--- src/rtl/flash_seq_pkg.sv ---
package flash_seq_pkg;
  typedef enum logic [1:0] {REQ_ID = 2'd0, REQ_ERASE = 2'd1, REQ_WRITE = 2'd2, REQ_READ = 2'd3} req_op_e;
  typedef enum logic [2:0] {K_ID, K_WEN, K_ERASE, K_PROG, K_POLL, K_READ} cmd_kind_e;
  typedef enum logic [1:0] {PH_IDLE, PH_ISSUE, PH_WAIT} phase_e;
  localparam logic [7:0] OPC_ID   = 8'h9F;
  localparam logic [7:0] OPC_WEN  = 8'h06;
  localparam logic [7:0] OPC_STAT = 8'h05;
  localparam logic [7:0] OPC_SE   = 8'h20;
  localparam logic [7:0] OPC_PP   = 8'h02;
  localparam logic [7:0] OPC_RD   = 8'h03;
  localparam logic [7:0] FILL     = 8'hFF;
endpackage

--- src/rtl/flash_chunk.sv ---
module flash_chunk #(
  parameter int ADDR_W     = 24,
  parameter int LEN_W      = 16,
  parameter int PAGE_BYTES = 256
) (
  input  logic [ADDR_W-1:0] addr_i,
  input  logic [LEN_W-1:0]  remain_i,
  output logic [LEN_W-1:0]  chunk_o
);
  localparam int PAGE_BITS = $clog2(PAGE_BYTES);
  logic [LEN_W-1:0] room;
  assign room    = LEN_W'(PAGE_BYTES) - LEN_W'(addr_i[PAGE_BITS-1:0]);
  assign chunk_o = (remain_i < room) ? remain_i : room;
endmodule

--- src/rtl/flash_desc.sv ---
module flash_desc
  import flash_seq_pkg::*;
#(
  parameter int ADDR_W       = 24,
  parameter int LEN_W        = 16,
  parameter int SECTOR_BYTES = 4096
) (
  input  cmd_kind_e         kind_i,
  input  logic [ADDR_W-1:0] addr_i,
  input  logic [LEN_W-1:0]  chunk_i,
  input  logic [LEN_W-1:0]  rd_len_i,
  output logic [7:0]        op_o,
  output logic [ADDR_W-1:0] addr_o,
  output logic              addr_en_o,
  output logic [LEN_W-1:0]  len_o
);
  localparam int SEC_BITS = $clog2(SECTOR_BYTES);
  always_comb begin
    op_o      = OPC_STAT;
    addr_o    = addr_i;
    addr_en_o = 1'b0;
    len_o     = '0;
    unique case (kind_i)
      K_ID:    begin op_o = OPC_ID; len_o = LEN_W'(3); end
      K_WEN:   op_o = OPC_WEN;
      K_ERASE: begin
        op_o = OPC_SE; addr_en_o = 1'b1;
        addr_o = {addr_i[ADDR_W-1:SEC_BITS], {SEC_BITS{1'b0}}};
      end
      K_PROG:  begin op_o = OPC_PP; addr_en_o = 1'b1; len_o = chunk_i; end
      K_POLL:  begin op_o = OPC_STAT; len_o = LEN_W'(1); end
      K_READ:  begin op_o = OPC_RD; addr_en_o = 1'b1; len_o = rd_len_i; end
      default: ;
    endcase
  end
endmodule

--- src/rtl/flash_rx_cap.sv ---
module flash_rx_cap (
  input  logic        clk_i,
  input  logic        rst_ni,
  input  logic        id_en_i,
  input  logic        stat_en_i,
  input  logic [7:0]  byte_i,
  output logic [23:0] id_o,
  output logic [7:0]  stat_o
);
  always_ff @(posedge clk_i or negedge rst_ni) begin
    if (!rst_ni) begin
      id_o   <= '0;
      stat_o <= '0;
    end else begin
      if (id_en_i)   id_o   <= {id_o[15:0], byte_i};
      if (stat_en_i) stat_o <= byte_i;
    end
  end
endmodule

--- src/rtl/flash_seq.sv ---
module flash_seq
  import flash_seq_pkg::*;
#(
  parameter int ADDR_W       = 24,
  parameter int LEN_W        = 16,
  parameter int PAGE_BYTES   = 256,
  parameter int SECTOR_BYTES = 4096,
  parameter int MAX_POLLS    = 65536
) (
  input  logic              clk_i,
  input  logic              rst_ni,
  input  logic              req_valid_i,
  input  logic [1:0]        req_op_i,
  input  logic [ADDR_W-1:0] req_addr_i,
  input  logic [LEN_W-1:0]  req_len_i,
  output logic              busy_o,
  output logic              done_o,
  output logic              err_o,
  output logic [23:0]       id_o,
  output logic              cmd_valid_o,
  input  logic              cmd_ready_i,
  output logic [7:0]        cmd_op_o,
  output logic [ADDR_W-1:0] cmd_addr_o,
  output logic              cmd_addr_en_o,
  output logic [LEN_W-1:0]  cmd_len_o,
  input  logic              cmd_done_i,
  input  logic              tx_req_i,
  output logic [7:0]        tx_byte_o,
  input  logic              rx_valid_i,
  input  logic [7:0]        rx_byte_i,
  input  logic [7:0]        wr_data_i,
  output logic              wr_pop_o,
  output logic              rd_valid_o,
  output logic [7:0]        rd_data_o
);
  localparam int PC_W = $clog2(MAX_POLLS + 1);

  phase_e            phase;
  cmd_kind_e         kind;
  req_op_e           req_q;
  logic [ADDR_W-1:0] addr_q;
  logic [LEN_W-1:0]  remain_q, rd_len_q, chunk;
  logic [PC_W-1:0]   polls_q;
  logic [7:0]        stat;
  logic              in_xfer, accept;

  assign accept  = req_valid_i && (phase == PH_IDLE);
  assign in_xfer = (phase == PH_WAIT);
  assign busy_o  = (phase != PH_IDLE);

  flash_chunk #(.ADDR_W(ADDR_W), .LEN_W(LEN_W), .PAGE_BYTES(PAGE_BYTES)) u_chunk (
    .addr_i(addr_q), .remain_i(remain_q), .chunk_o(chunk)
  );

  flash_desc #(.ADDR_W(ADDR_W), .LEN_W(LEN_W), .SECTOR_BYTES(SECTOR_BYTES)) u_desc (
    .kind_i(kind), .addr_i(addr_q), .chunk_i(chunk), .rd_len_i(rd_len_q),
    .op_o(cmd_op_o), .addr_o(cmd_addr_o), .addr_en_o(cmd_addr_en_o), .len_o(cmd_len_o)
  );

  flash_rx_cap u_rx (
    .clk_i(clk_i), .rst_ni(rst_ni),
    .id_en_i(rx_valid_i && in_xfer && kind == K_ID),
    .stat_en_i(rx_valid_i && in_xfer && kind == K_POLL),
    .byte_i(rx_byte_i), .id_o(id_o), .stat_o(stat)
  );

  assign cmd_valid_o = (phase == PH_ISSUE);
  assign tx_byte_o   = (kind == K_PROG) ? wr_data_i : FILL;
  assign wr_pop_o    = tx_req_i && in_xfer && kind == K_PROG;
  assign rd_valid_o  = rx_valid_i && in_xfer && kind == K_READ;
  assign rd_data_o   = rx_byte_i;

  always_ff @(posedge clk_i or negedge rst_ni) begin
    if (!rst_ni) begin
      phase    <= PH_IDLE;
      kind     <= K_ID;
      req_q    <= REQ_ID;
      addr_q   <= '0;
      remain_q <= '0;
      rd_len_q <= '0;
      polls_q  <= '0;
      done_o   <= 1'b0;
      err_o    <= 1'b0;
    end else begin
      done_o <= 1'b0;
      unique case (phase)
        PH_IDLE: if (accept) begin
          req_q    <= req_op_e'(req_op_i);
          addr_q   <= req_addr_i;
          remain_q <= req_len_i;
          rd_len_q <= req_len_i;
          err_o    <= 1'b0;
          phase    <= PH_ISSUE;
          unique case (req_op_e'(req_op_i))
            REQ_ID:    kind <= K_ID;
            REQ_ERASE: kind <= K_WEN;
            REQ_READ:  kind <= K_READ;
            REQ_WRITE: begin
              kind <= K_WEN;
              if (req_len_i == '0) begin
                phase  <= PH_IDLE;
                done_o <= 1'b1;
              end
            end
            default: ;
          endcase
        end
        PH_ISSUE: if (cmd_ready_i) phase <= PH_WAIT;
        PH_WAIT: if (cmd_done_i) begin
          phase <= PH_ISSUE;
          unique case (kind)
            K_WEN:   kind <= (req_q == REQ_ERASE) ? K_ERASE : K_PROG;
            K_ERASE: begin kind <= K_POLL; polls_q <= '0; end
            K_PROG: begin
              addr_q   <= addr_q + ADDR_W'(chunk);
              remain_q <= remain_q - chunk;
              kind     <= K_POLL;
              polls_q  <= '0;
            end
            K_POLL: begin
              if (!stat[0]) begin
                if (req_q == REQ_WRITE && remain_q != '0) kind <= K_WEN;
                else begin phase <= PH_IDLE; done_o <= 1'b1; end
              end else if (polls_q == PC_W'(MAX_POLLS - 1)) begin
                phase  <= PH_IDLE;
                done_o <= 1'b1;
                err_o  <= 1'b1;
              end else polls_q <= polls_q + 1'b1;
            end
            default: begin phase <= PH_IDLE; done_o <= 1'b1; end
          endcase
        end
        default: phase <= PH_IDLE;
      endcase
    end
  end
endmodule

--- config.mk ---
export PLATFORM = sky130hd
export DESIGN_NAME = flash_seq
export DESIGN_NICKNAME = d
export VERILOG_FILES = /design/src/rtl/flash_seq_pkg.sv /design/src/rtl/flash_chunk.sv /design/src/rtl/flash_desc.sv /design/src/rtl/flash_rx_cap.sv /design/src/rtl/flash_seq.sv
export SDC_FILE = /design/constraint.sdc
export NUM_CORES = 1
export LEC_CHECK = 0
export ABC_AREA = 1
export BUFFER_PORTS_ARGS = -buffer_cell sky130_fd_sc_hd__buf_2
export CORE_MARGIN = 2
export CORE_UTILIZATION = 51
export CTS_CLUSTER_DIAMETER = 80
export CTS_CLUSTER_SIZE = 20
export DETAILED_ROUTE_END_ITERATION = 12
export GPL_ROUTABILITY_DRIVEN = 0
export GPL_TIMING_DRIVEN = 0
export PLACE_DENSITY_LB_ADDON = 0.25
export SLEW_MARGIN = 10
export SYNTH_ARGS = -nofsm -noshare
export SYNTH_HDL_FRONTEND = slang
export SYNTH_SLANG_ARGS = --single-unit
export TNS_END_PERCENT = 10
--- constraint.sdc ---
create_clock -name clk_i -period 3.68 [get_ports clk_i]
set_input_delay 0 -clock clk_i [delete_from_list [all_inputs] [get_ports clk_i]]
set_output_delay 0 -clock clk_i [all_outputs]
set_load 0.02 [all_outputs]
# Word level (Yosys, flattened, before mapping)
# Cells that the tools add are included.
# classes
order_cmp,1
reduce_logical,26
addsub,4
n_eq_ne,25
n_mux,50
# ops
operator,n
$mux 24,3
$mux 16,4
$pmux 16 s4,1
$pmux 24 s2,1
$pmux 8 s5,1
$mux 17,2
$pmux 17 s2,1
$pmux 16 s2,1
$add 24x16->24,1
$mux 1,19
$pmux 3 s3,2
$add 17x1->17 const B,1
$eq 17x16->1 const B,1
$logic_not 16->1,1
$lt 16x16->1,1
$reduce_bool 16->1,1
$sub 16x16->16,1
$mux 12,1
$mux 3,4
$ne 2x1->1 const B,6
$reduce_and 6->1,2
$sub 9x8->10 const A,1
$eq 2x2->1 const B,4
$logic_and 1x1->1,8
23 further kinds,38
# word_totals
word_cells,117
regBits,107
inputBits,65
output_inout_bits,95

# Depth between registers and ports, before layout
# Gate-level depths: netlist (run 1).
# depth
word_depth,7
mapped_depth,29

# Modules after synthesis
# From an unflattened synthesis (run 1), not the netlist that was laid out.
# hier_totals
cells_unflattened,1343
area_unflattened_um2,9068.7
# modules_own_cells
mod,seq_area_each_um2,n_inst,area_per_inst_um2,cells_each
flash_seq,2052.0,1,6555.0,995
flash_rx_cap,800.8,1,1282.5,136
flash_desc,0.0,1,645.6,112
flash_chunk,0.0,1,585.6,100

# Worst setup path before layout (run 1)
# No wires, ideal clock.
# synth_path
path_type,reg-to-reg
from,register addr_q[1]
to,register addr_q[16]
period_less_slack_ns,3.716
setup_ns,0.130
t_arrival_ns,3.586
stages_incl_launch_ff,27
required_time_ns,3.550
setup_slack_ns,-0.036
path_cell_list,dfrtp_1 -> nor3_1 -> nand3_1 -> nor2_1 -> nand2_1 -> nand2_1 -> nand2_1 -> ha_1 -> nand2_1 -> inv_1 -> nor3_1 -> nand2_1 -> nand2_1 -> nand3_1 -> and2_1 -> ha_1 -> fa_1 -> nand3_1 -> nand3_1 -> nand2_1 -> nand2_1 -> nand2_1 -> nand2_1 -> nand2_1 -> nand3_1 -> nand2_1 -> o21ai_0
# synth_between
elab_chain_len,7
# synth_rtl
item,line_no,text
from (decl),flash_seq.sv:41,logic [ADDR_W-1:0] addr_q;
from (signal assigned),flash_seq.sv:89,addr_q <= req_addr_i;
from (signal assigned),flash_seq.sv:115,addr_q <= addr_q + ADDR_W'(chunk);
$sub 9x8->10,flash_chunk.sv:12,assign room = LEN_W'(PAGE_BYTES) - LEN_W'(addr_i[PAGE_BITS-1:0]);
$lt 16x16->1,flash_chunk.sv:13,assign chunk_o = (remain_i < room) ? remain_i : room;
$mux 16,flash_chunk.sv:13,
$add 24x16->24 (*),flash_seq.sv:115,
$mux 24 (*),flash_seq.sv:111,unique case (kind)
$mux 24 (*),flash_seq.sv:109,PH_WAIT: if (cmd_done_i) begin
$pmux 24 s2 (*),flash_seq.sv:86,unique case (phase)
# Mark *: on every way between the ends. The rest lies on a longest branch, timed or not. The select of a mux whose other input is x is not followed.
# A chain may end at the register's enable or synchronous reset.

# Worst setup path in the final report (run 1)
# layout_path
from,register addr_q[1]
to,register addr_q[12]
# Same word-level chain as after synthesis.

==> results of run 1 <==
-- logic make-up after synthesis --
logic type | share of synthesized area, %
compound gates | 9.190
xor+xnor | 2.075
fa+ha+maj | 5.804
buf+inv | 11.95
flops | 33.39
mux | 3.511
other cells | 0.04676
simple gates | 34.03
-- timing repair --
action                     in CTS  in global routing
setup endpoints to repair      38                 39
resized for setup              75                 93
buffers inserted               22                 10
cloned                          0                  1
hold endpoints to repair      155                  0
pin swaps                      25                 47
hold buffers                   46                  0
-- registers in the layout, summed over array words and instances (netlist names) --
signal	count
err_o	1
rd_len_q	16
addr_q	24
phase	2
remain_q	16
u_rx.stat_o	1
req_q	2
polls_q	17
done_o	1
u_rx.id_o	24
kind	3
-- routing by layer --
metal / part of all wire, % / up-vias
met5: 0 / -
met1: 39 / 4197
li1: - / 4260
met4: 5.8 / 0
met2: 46 / 501
met3: 8.7 / 131
-- worst max-delay path: cells and delay by family (launching register included) --
kind	cells	cell delay, ns
flip-flops	1	0.45
adder cells (fa/ha/maj)	2	0.51
buffers and inverters	2	0.18
AND/OR/NAND/NOR	24	2.61
-- placed cells by master (no fill, tap or decap), types with 5 or more instances in the layout --
| master | n |
|---|---|
| o21ai_0 | 49 |
| nand2_4 | 7 |
| nor2_4 | 6 |
| o22ai_1 | 6 |
| a21oi_1 | 31 |
| dfrtp_1 | 103 |
| o211ai_1 | 14 |
| mux2_2 | 25 |
| nor2_1 | 107 |
| dlygate4sd3_1 | 46 |
| nand2_2 | 42 |
| nand3_2 | 17 |
| xor2_1 | 12 |
| clkbuf_16 | 9 |
| nand3_1 | 71 |
| nor2_2 | 15 |
| buf_2 | 164 |
| nand2_1 | 318 |
| buf_6 | 5 |
| inv_1 | 156 |
| clkbuf_1 | 15 |
| nand4_1 | 19 |
| nor3_1 | 11 |
| conb_1 | 6 |
| inv_2 | 17 |
| ha_1 | 17 |
| or2_2 | 9 |
| ha_4 | 15 |
| buf_4 | 54 |
| o21ai_1 | 12 |
| a21oi_2 | 5 |
-- report_power, final --
part / leakage, nW / internal, mW / switching (mW)
Sequential: 1.34 / 1.68 / 0.537
Clock: 0.146 / 0.486 / 0.534
Combinational: 4.11 / 2.88 / 4.78
Total: 5.60 / 5.05 / 5.85
-- final timing paths --
path / from / end / slack, ns
min: rx_valid_i / u_rx.stat_o[0]$_DFFE_PN0P_ / 0.006
max: addr_q[1]$_DFFE_PN0P_ / addr_q[12]$_DFFE_PN0P_ / -0.21
max reg2reg: addr_q[1]$_DFFE_PN0P_ / addr_q[12]$_DFFE_PN0P_ / -0.21
min in group asynchronous: rst_ni / rd_len_q[0]$_DFFE_PN0P_ / 0.12
min reg2reg: polls_q[5]$_DFFE_PN0P_ / polls_q[5]$_DFFE_PN0P_ / 0.49
max in group asynchronous: rst_ni / addr_q[21]$_DFFE_PN0P_ / 2.90
-- per-stage QoR --
step / instances / power [mW] / utilization [%]
after floorplan: 1192 / 6.325 / -
after global placement: 1561 / 7.820 / 59.61
after detailed placement: 1562 / 7.949 / 59.83
after CTS: 1646 / 9.680 / 68.00
after global routing: 1657 / 11.62 / 70.93
final: 1657 / 10.90 / 70.93
-- final cells by class --
| cell class | count | area (um2) | share of cell area [%] |
|---|---|---|---|
| multi-input combinational | 860 | 5071 | 46.86 |
| sequential | 107 | 2683 | 24.79 |
| timing repair buffer | 237 | 1539 | 14.22 |
| inverter | 177 | 669.4 | 6.185 |
| buffer | 49 | 291.5 | 2.694 |
| tap | 211 | 264.0 | 2.439 |
| clock buffer | 9 | 225.2 | 2.081 |
| clock inverter | 7 | 80.08 | 0.7399 |
==> flow_summary.toml, run 1 <==
[sta]
finalHoldViolCount = 0
hold_slack_ns = 0.005679
slew_viol_final = 0
skew_ns = 0.009177
finalCritPeriodShare_pct = 105.7
setup_tns_ns = -3.148
worstMarginPinSlew_ns = 0.6837
max_slew_margin_pct = 54.42
period_needed_ns = 3.889
fmax_mhz = 257.1
postLayoutSetupSlackWorst_ns = -0.2092
rsz0062_at_grt = "true"
setup_viol_count_final = 31

[global_route]
grt_usage_pct = 31.25
use_met1_pct = 39.45
antenna_found_initial = 0
grt_pass1_vias = 8316
grt_overflow = 0
grt_pass1_wl_um = 40700
grt.met3_usage_pct = 5.780
top_usage_layer = "met2"
met2_usage_pct = 51.52
grt_max_degree = 62

[synthesis]
synth_seq_cells = 107
synth_area_leader_cell = "dfrtp_1"
yosysTopAreaCellShare_pct = 33.39
ys_seq_area_share_pct = 33.39
avgSynthCellArea_um2 = 6.756
syn_area_um2 = 8019
ys.flop_type = "dfrtp_1"
syn-instance-count = 1187
synthArstFlopShare_pct = 100.0
synth_most_common_cell = "nand2_1"
synth_commonest_cells = "nand2_1, inv_1, nor2_1"
synth_cell_types = 45
yosys-top-cells-area = "dfrtp_1, nand2_1, inv_1, nand3_1, nor2_1"
synth_edf_count = 0
synth_warnings = 0

[clocking]
cts_htree_levels = 3
cts_root_buf = "clkbuf_16"
clock_sinks = 107
numCtsBuffers = 9
insertion_delay_ns = 0.37
clkTransAtPathRegs_ns = 0.08
cts_tree = "yes"
clock_path_buffers = 2

[cells_and_area]
area_growth_pct = 34.97
fillers = 1180
nNetsFinal = 1542
diodes = 0
stdcell_area_um2 = 10820
drive_gt1_share_pct = 29.74

[detailed_routing]
wl_per_cell_um = 16.74
drt_wl_total_um = 27740
drt-pass1-iter-count = 6
antenna_left = 0
drcViolationCount = 0
vias_per_cell = 5.485
drt_iter0_drc = 809
num_vias = 9089

[placed_design]
place_ws_ns = -0.7981
place_hpwl_um = 18490
io_buffers = 158
placement.cell_area_um2 = 9129

[worst_setup_path]
cp.arrival_ns = 4.15
crit_type = "flop to flop"
cpPeakStageDelay_ns = 0.45
timing.critical_path.mode_cell = "nand2_1"
start_kind = "flop"
crit_fanout = 6
critPathCaptureType = "flop"
required_ns = 3.94
cp_slowest_cell = "dfrtp_2"
r2r_cells = 28

[die]
die_width_um = 129.4
core_um2 = 15260
fp-row-count = 45
dieArea_um2 = 16740
io_pins = 160
start_util_pct = 52.55
die_y_um = 129.4

[pwr]
p_leak_nw = 5.601
power_density_nw_per_um2 = 1007
peakVddDrop_mv = 0.5785

[run_status]
violations = "setup timing"
outcome = "finished, violations left"

[hold_path]
worstHoldPathType = "input port to flop"
hold_depth = 4

[flow_run]
cap_violations = 0
No activity file was read; power rests on OpenSTA's default activity.
==> run 2, diff against run 1 <==
--- a/config.mk
+++ b/config.mk
@@ -7,8 +7,10 @@
 export LEC_CHECK = 0
 export ABC_AREA = 1
 export BUFFER_PORTS_ARGS = -buffer_cell sky130_fd_sc_hd__buf_2
+export CELL_PAD_IN_SITES_DETAIL_PLACEMENT = 0
+export CELL_PAD_IN_SITES_GLOBAL_PLACEMENT = 1
 export CORE_MARGIN = 2
-export CORE_UTILIZATION = 51
+export CORE_UTILIZATION = 36
 export CTS_CLUSTER_DIAMETER = 80
 export CTS_CLUSTER_SIZE = 20
 export DETAILED_ROUTE_END_ITERATION = 12
==> run 2 against run 1 <==
The run still ends with setup timing left. Routed wire length rose by 0.64%. Final cell count rose by 4.6%. Maximum frequency rose by 3.9%. Clock power barely moved. Critical path depth fell by 1. Sequential share of layout area fell by 0.49 points. Non-clock buffer count rose by 7. Via count fell by 6.1%. Clock skew fell by 0.0013 ns. Count of clock-buffer cells in the layout did not move. Global-route usage fell by 8.0 points. Register-to-register slack improved by 0.15 ns. Critical path type unchanged. Highest routed layer unchanged.
==> flow_summary.toml, run 2 (synthesis gave the netlist of run 1 again) <==
[hold_path]
hold_depth = 3
worstHoldPathType = "input port to flop"
hold_end = "phase[1]$_DFFE_PN0P_"
min-delay-start = "cmd_ready_i"

[worst_setup_path]
r2r_end = "addr_q[16]$_DFFE_PN0P_"
r2r_start = "addr_q[0]$_DFFE_PN0P_"
crit_type = "flop to flop"
reg2reg_slack_ns = -0.06
crit_buf_inv = 0
cp_slowest_cell = "dfrtp_2"
crit_fanout = 7
critPathTopFamily = "simple AND/OR/NAND/NOR gates"
cpPeakStageDelay_ns = 0.46
critPathCaptureType = "flop"
r2r_cells = 27
start_kind = "flop"
cp.arrival_ns = 3.97
timing.critical_path.mode_cell = "nand2_2"
required_ns = 3.91

[die]
die_y_um = 153.2
core_um2 = 21820
die_width_um = 153.2
fp-row-count = 54
dieArea_um2 = 23480
start_util_pct = 36.74
io_pins = 160

[cells_and_area]
final_cell_mix = "nand2_1, buf_2, inv_1"
drive_gt1_share_pct = 31.38
nNetsFinal = 1549
area_growth_pct = 37.60
top_regs = "addr_q (24), u_rx.id_o (24), polls_q (17)"
mostFrequentLayoutCell = "nand2_1"
fillers = 2217

[run_status]
violations = "setup timing"
outcome = "finished, violations left"

[clocking]
cts_htree_levels = 3
numCtsBuffers = 9
clock_path_buffers = 2
clock_sinks = 107
insertion_delay_ns = 0.36
cts_root_buf = "clkbuf_16"
cts_tree = "yes"
clkTransAtPathRegs_ns = 0.09

[detailed_routing]
drt_iter0_drc = 471
drt-pass1-iter-count = 7
drt_wl_total_um = 27910
wl_per_cell_um = 16.10
vias_per_cell = 4.920
antenna_left = 0
drcViolationCount = 0
num_vias = 8531

[sta]
fmax_mhz = 267.2
postLayoutSetupSlackWorst_ns = -0.06196
slew_viol_final = 0
max_slew_margin_pct = 43.22
finalHoldViolCount = 0
setup_viol_count_final = 16
skew_ns = 0.007853
setup_tns_ns = -0.3401
rsz0062_at_grt = "true"
worstMarginPinSlew_ns = 0.8516
period_needed_ns = 3.742
finalCritPeriodShare_pct = 101.7

[placed_design]
io_buffers = 158
place_hpwl_um = 20570

[pwr]
power_mw = 11.00
peakVddDrop_mv = 0.5312
p_leak_nw = 5.648
power_density_nw_per_um2 = 996.9

[flow_run]
cap_violations = 0

[global_route]
antenna_found_initial = 1
grt_usage_pct = 23.21
grt_pass1_wl_um = 43220
grt_overflow = 0
grt_pass1_vias = 8173
grt_max_degree = 67
-- run 2: worst reg2reg max path, delay by kind of cell, from the launching register on --
family,cells,cell delay [ns]
and+or+nand+nor,23,2.26
adders and majority gates,3,0.84
DFF,1,0.46
AOI/OAI and AO/OA,1,0.06
-- run 2: timing repair --
| item | CTS | global route |
|---|---|---|
| hold buffers | 51 | 0 |
| endpoints found under the hold margin | 97 | 0 |
| cloned | 0 | 1 |
| buffers inserted | 22 | 12 |
| gates resized for setup | 81 | 116 |
| setup endpoints to repair | 38 | 37 |
| pin swaps | 28 | 60 |
-- run 2: worst max path at each step --
stage | from | end | cells past startpoint
after floorplan | addr_q[1]$_DFFE_PN0P_ | addr_q[16]$_DFFE_PN0P_ | 26
after global placement | addr_q[1]$_DFFE_PN0P_ | addr_q[16]$_DFFE_PN0P_ | 26
after detailed placement | addr_q[1]$_DFFE_PN0P_ | addr_q[16]$_DFFE_PN0P_ | 26
after CTS | addr_q[0]$_DFFE_PN0P_ | addr_q[16]$_DFFE_PN0P_ | 26
after global routing | addr_q[0]$_DFFE_PN0P_ | addr_q[12]$_DFFE_PN0P_ | 28
final | addr_q[0]$_DFFE_PN0P_ | addr_q[16]$_DFFE_PN0P_ | 27
-- run 2: power by group --
| part | internal [mW] | leakage (nW) | switching [mW] | total (mW) |
|---|---|---|---|---|
| Sequential | 1.68 | 1.35 | 0.512 | 2.19 |
| Combinational | 3.01 | 4.15 | 4.77 | 7.78 |
| Clock | 0.488 | 0.149 | 0.539 | 1.03 |
-- run 2: through the flow --
step	util [%]	area [um2]	instances	setup WS, ns	hold slack (ns)
after floorplan	-	8040	1192	0.04610	-0.2956
after global placement	42.07	9181	1630	-0.7544	0.2519
after detailed placement	42.23	9215	1631	-0.7781	-0.03184
after CTS	48.10	10500	1720	-0.1033	0.02304
after global routing	50.56	11030	1734	-0.2551	0.05004
final	50.56	11030	1734	-0.06196	0.02872
-- run 2: final cells by class --
type	instances	area, um2	share of cell area, %
Multi-Input combinational cell	860	5132	46.51
Sequential cell	107	2681	24.30
Timing Repair Buffer	244	1605	14.55
Inverter	177	669.4	6.066
Tap cell	280	350.3	3.175
Buffer	49	291.5	2.642
Clock buffer	9	225.2	2.041
Clock inverter	7	76.32	0.6917
Antenna cell	1	2.502	0.02268
-- run 2: metal layers --
metal,wire (um),global-route usage (%)
met4,643,7.011
met2,13900,41.01
met5,0,0
met3,1275,2.467
met1,12100,29.85
==> run 3, diff against run 2 <==
--- a/config.mk
+++ b/config.mk
@@ -16,7 +16,7 @@
 export DETAILED_ROUTE_END_ITERATION = 12
 export GPL_ROUTABILITY_DRIVEN = 0
 export GPL_TIMING_DRIVEN = 0
-export PLACE_DENSITY_LB_ADDON = 0.25
+export PLACE_DENSITY_LB_ADDON = 0.1
 export SLEW_MARGIN = 10
 export SYNTH_ARGS = -nofsm -noshare
 export SYNTH_HDL_FRONTEND = slang
==> run 3 against run 2 <==
The flow still finishes with violations (setup timing). Total power shrank 2.3%. Sequential power is essentially flat. Routed wire length grew 1.0%. Count of clock-buffer cells in the layout is the same. Non-clock buffer count shrank 3. Critical path type unchanged.
==> flow_summary.toml, run 3 (synthesis gave the netlist of run 1 again) <==
[run_status]
outcome = "finished, violations left"
violations = "setup timing"

[worst_setup_path]
critPathTopFamily = "simple AND/OR/NAND/NOR gates"
crit_buf_inv = 0
cp_slowest_cell = "dfrtp_2"
required_ns = 3.91
cpPeakStageDelay_ns = 0.46
crit_fanout = 5
cp.arrival_ns = 4.09
r2r_start = "addr_q[0]$_DFFE_PN0P_"
critPathCaptureType = "flop"
start_kind = "flop"
cp-startpoint = "addr_q[0]$_DFFE_PN0P_"
timing.critical_path.mode_cell = "nand2_2"
crit_type = "flop to flop"

[global_route]
antenna_found_initial = 0
grt_usage_pct = 23.98
grt_pass1_vias = 8325
grt_max_degree = 58
grt_overflow = 0
met2_usage_pct = 42.01
grt_pass1_wl_um = 44510
use_met1_pct = 32.04
grt.met3_usage_pct = 2.750
top_usage_layer = "met2"

[cells_and_area]
diodes = 0
final_util_pct = 50.34
drive_gt1_share_pct = 30.28
top_regs = "addr_q (24), u_rx.id_o (24), polls_q (17)"
area_growth_pct = 36.99
nNetsFinal = 1547
stdcell_area_um2 = 10990
final_cell_mix = "nand2_1, buf_2, inv_1"
mostFrequentLayoutCell = "nand2_1"

[pwr]
peakVddDrop_mv = 0.3961
power_mw = 10.75
p_leak_nw = 5.623
power_density_nw_per_um2 = 978.1

[sta]
finalHoldViolCount = 0
slew_viol_final = 0
period_needed_ns = 3.858
hold_slack_ns = 0.0007065
setup_viol_count_final = 29
worstMarginPinSlew_ns = 0.8108
fmax_mhz = 259.2
skew_ns = 0.01839
max_slew_margin_pct = 45.95
rsz0062_at_grt = "true"
finalCritPeriodShare_pct = 104.8
postLayoutSetupSlackWorst_ns = -0.1783

[detailed_routing]
num_vias = 8472
drt-pass1-iter-count = 6
drcViolationCount = 0
wl_per_cell_um = 16.30
antenna_left = 0
vias_per_cell = 4.897
drt_iter0_drc = 515
drt_wl_total_um = 28190

[clocking]
insertion_delay_ns = 0.37
cts_tree = "yes"
clkTransAtPathRegs_ns = 0.09
numCtsBuffers = 9
cts_root_buf = "clkbuf_16"
clock_sinks = 107
clock_path_buffers = 2
cts_htree_levels = 3

[die]
dieArea_um2 = 23480
core_um2 = 21820
die_width_um = 153.2
io_pins = 160
start_util_pct = 36.74
fp-row-count = 54
die_y_um = 153.2

[hold_path]
worstHoldPathType = "input port to flop"
min-delay-start = "req_op_i[0]"

[flow_run]
cap_violations = 0

[placed_design]
placement.cell_area_um2 = 9215
place_hpwl_um = 21020
io_buffers = 158
place_ws_ns = -0.7850
run 3: area by class of cell:
class,count,area [um2]
fill,2279,10840
buffer,49,291.5
timing repair buffer,241,1575
clock inverter,6,62.56
sequential,107,2681
inverter,177,666.9
multi-input combinational,861,5132
tap,280,350.3
clock buffer,9,225.2
run 3: worst register-to-register path, stage by stage, from the launching register on:
cell and delay (ns):
dfrtp_2 0.46, nor3_4 0.23, nand3_2 0.16, nor2_4 0.17, nand2_1 0.07, nand2_1 0.09
nand2_2 0.12, ha_4 0.31, nand2_4 0.06, nor2_4 0.12, nor3_4 0.04, nand2_2 0.12
nand2_4 0.13, nand2_8 0.12, nand2_2 0.06, and2_4 0.16, ha_4 0.17, fa_2 0.38
nand3_2 0.10, nand3_2 0.08, nand2_2 0.09, nand2_2 0.07, nand2_2 0.09, nand2_4 0.08
nand2_2 0.06, nand3_1 0.05, nand2_1 0.09, o21ai_1 0.05
run 3: final timing paths:
path	to	slack (ns)	cells past startpoint
worst max-delay path	addr_q[16]$_DFFE_PN0P_	-0.18	27
worst min-delay path	req_q[0]$_DFFE_PN0P_	0.0007	3
worst max register to register	addr_q[16]$_DFFE_PN0P_	-0.18	27
worst min register to register	rd_len_q[11]$_DFFE_PN0P_	0.49	2
max in group asynchronous	addr_q[20]$_DFFE_PN0P_	2.85	3
min in group asynchronous	rd_len_q[4]$_DFFE_PN0P_	0.14	2
run 3: layer usage:
metal	routed length [um]	up-vias
met4	399	0
met3	1208	26
li1	-	4284
met2	13810	196
met1	12780	3966
met5	0	-
run 3: per-stage QoR:
step | instances | TNS [ns]
2_1_floorplan | 1192 | 0
5_1_grt | 1730 | -9.415
4_1_cts | 1714 | -2.151
6_report | 1730 | -2.258
3_3_place_gp | 1630 | -19.89
3_5_place_dp | 1631 | -18.67
run 3: report_power, final:
group | internal, mW | switching, mW | leakage (nW)
logic | 2.89 | 4.66 | 4.14
registers | 1.68 | 0.526 | 1.35
clock network | 0.474 | 0.514 | 0.141
run 3: timing repair:
action                     in CTS  in global routing
setup endpoints to repair      38                 38
setup buffers                  17                 14
gates resized for setup        78                107
pin swaps                      28                 52
cloned                          0                  2
hold buffers                   51                  0
hold endpoints to repair      104                  0
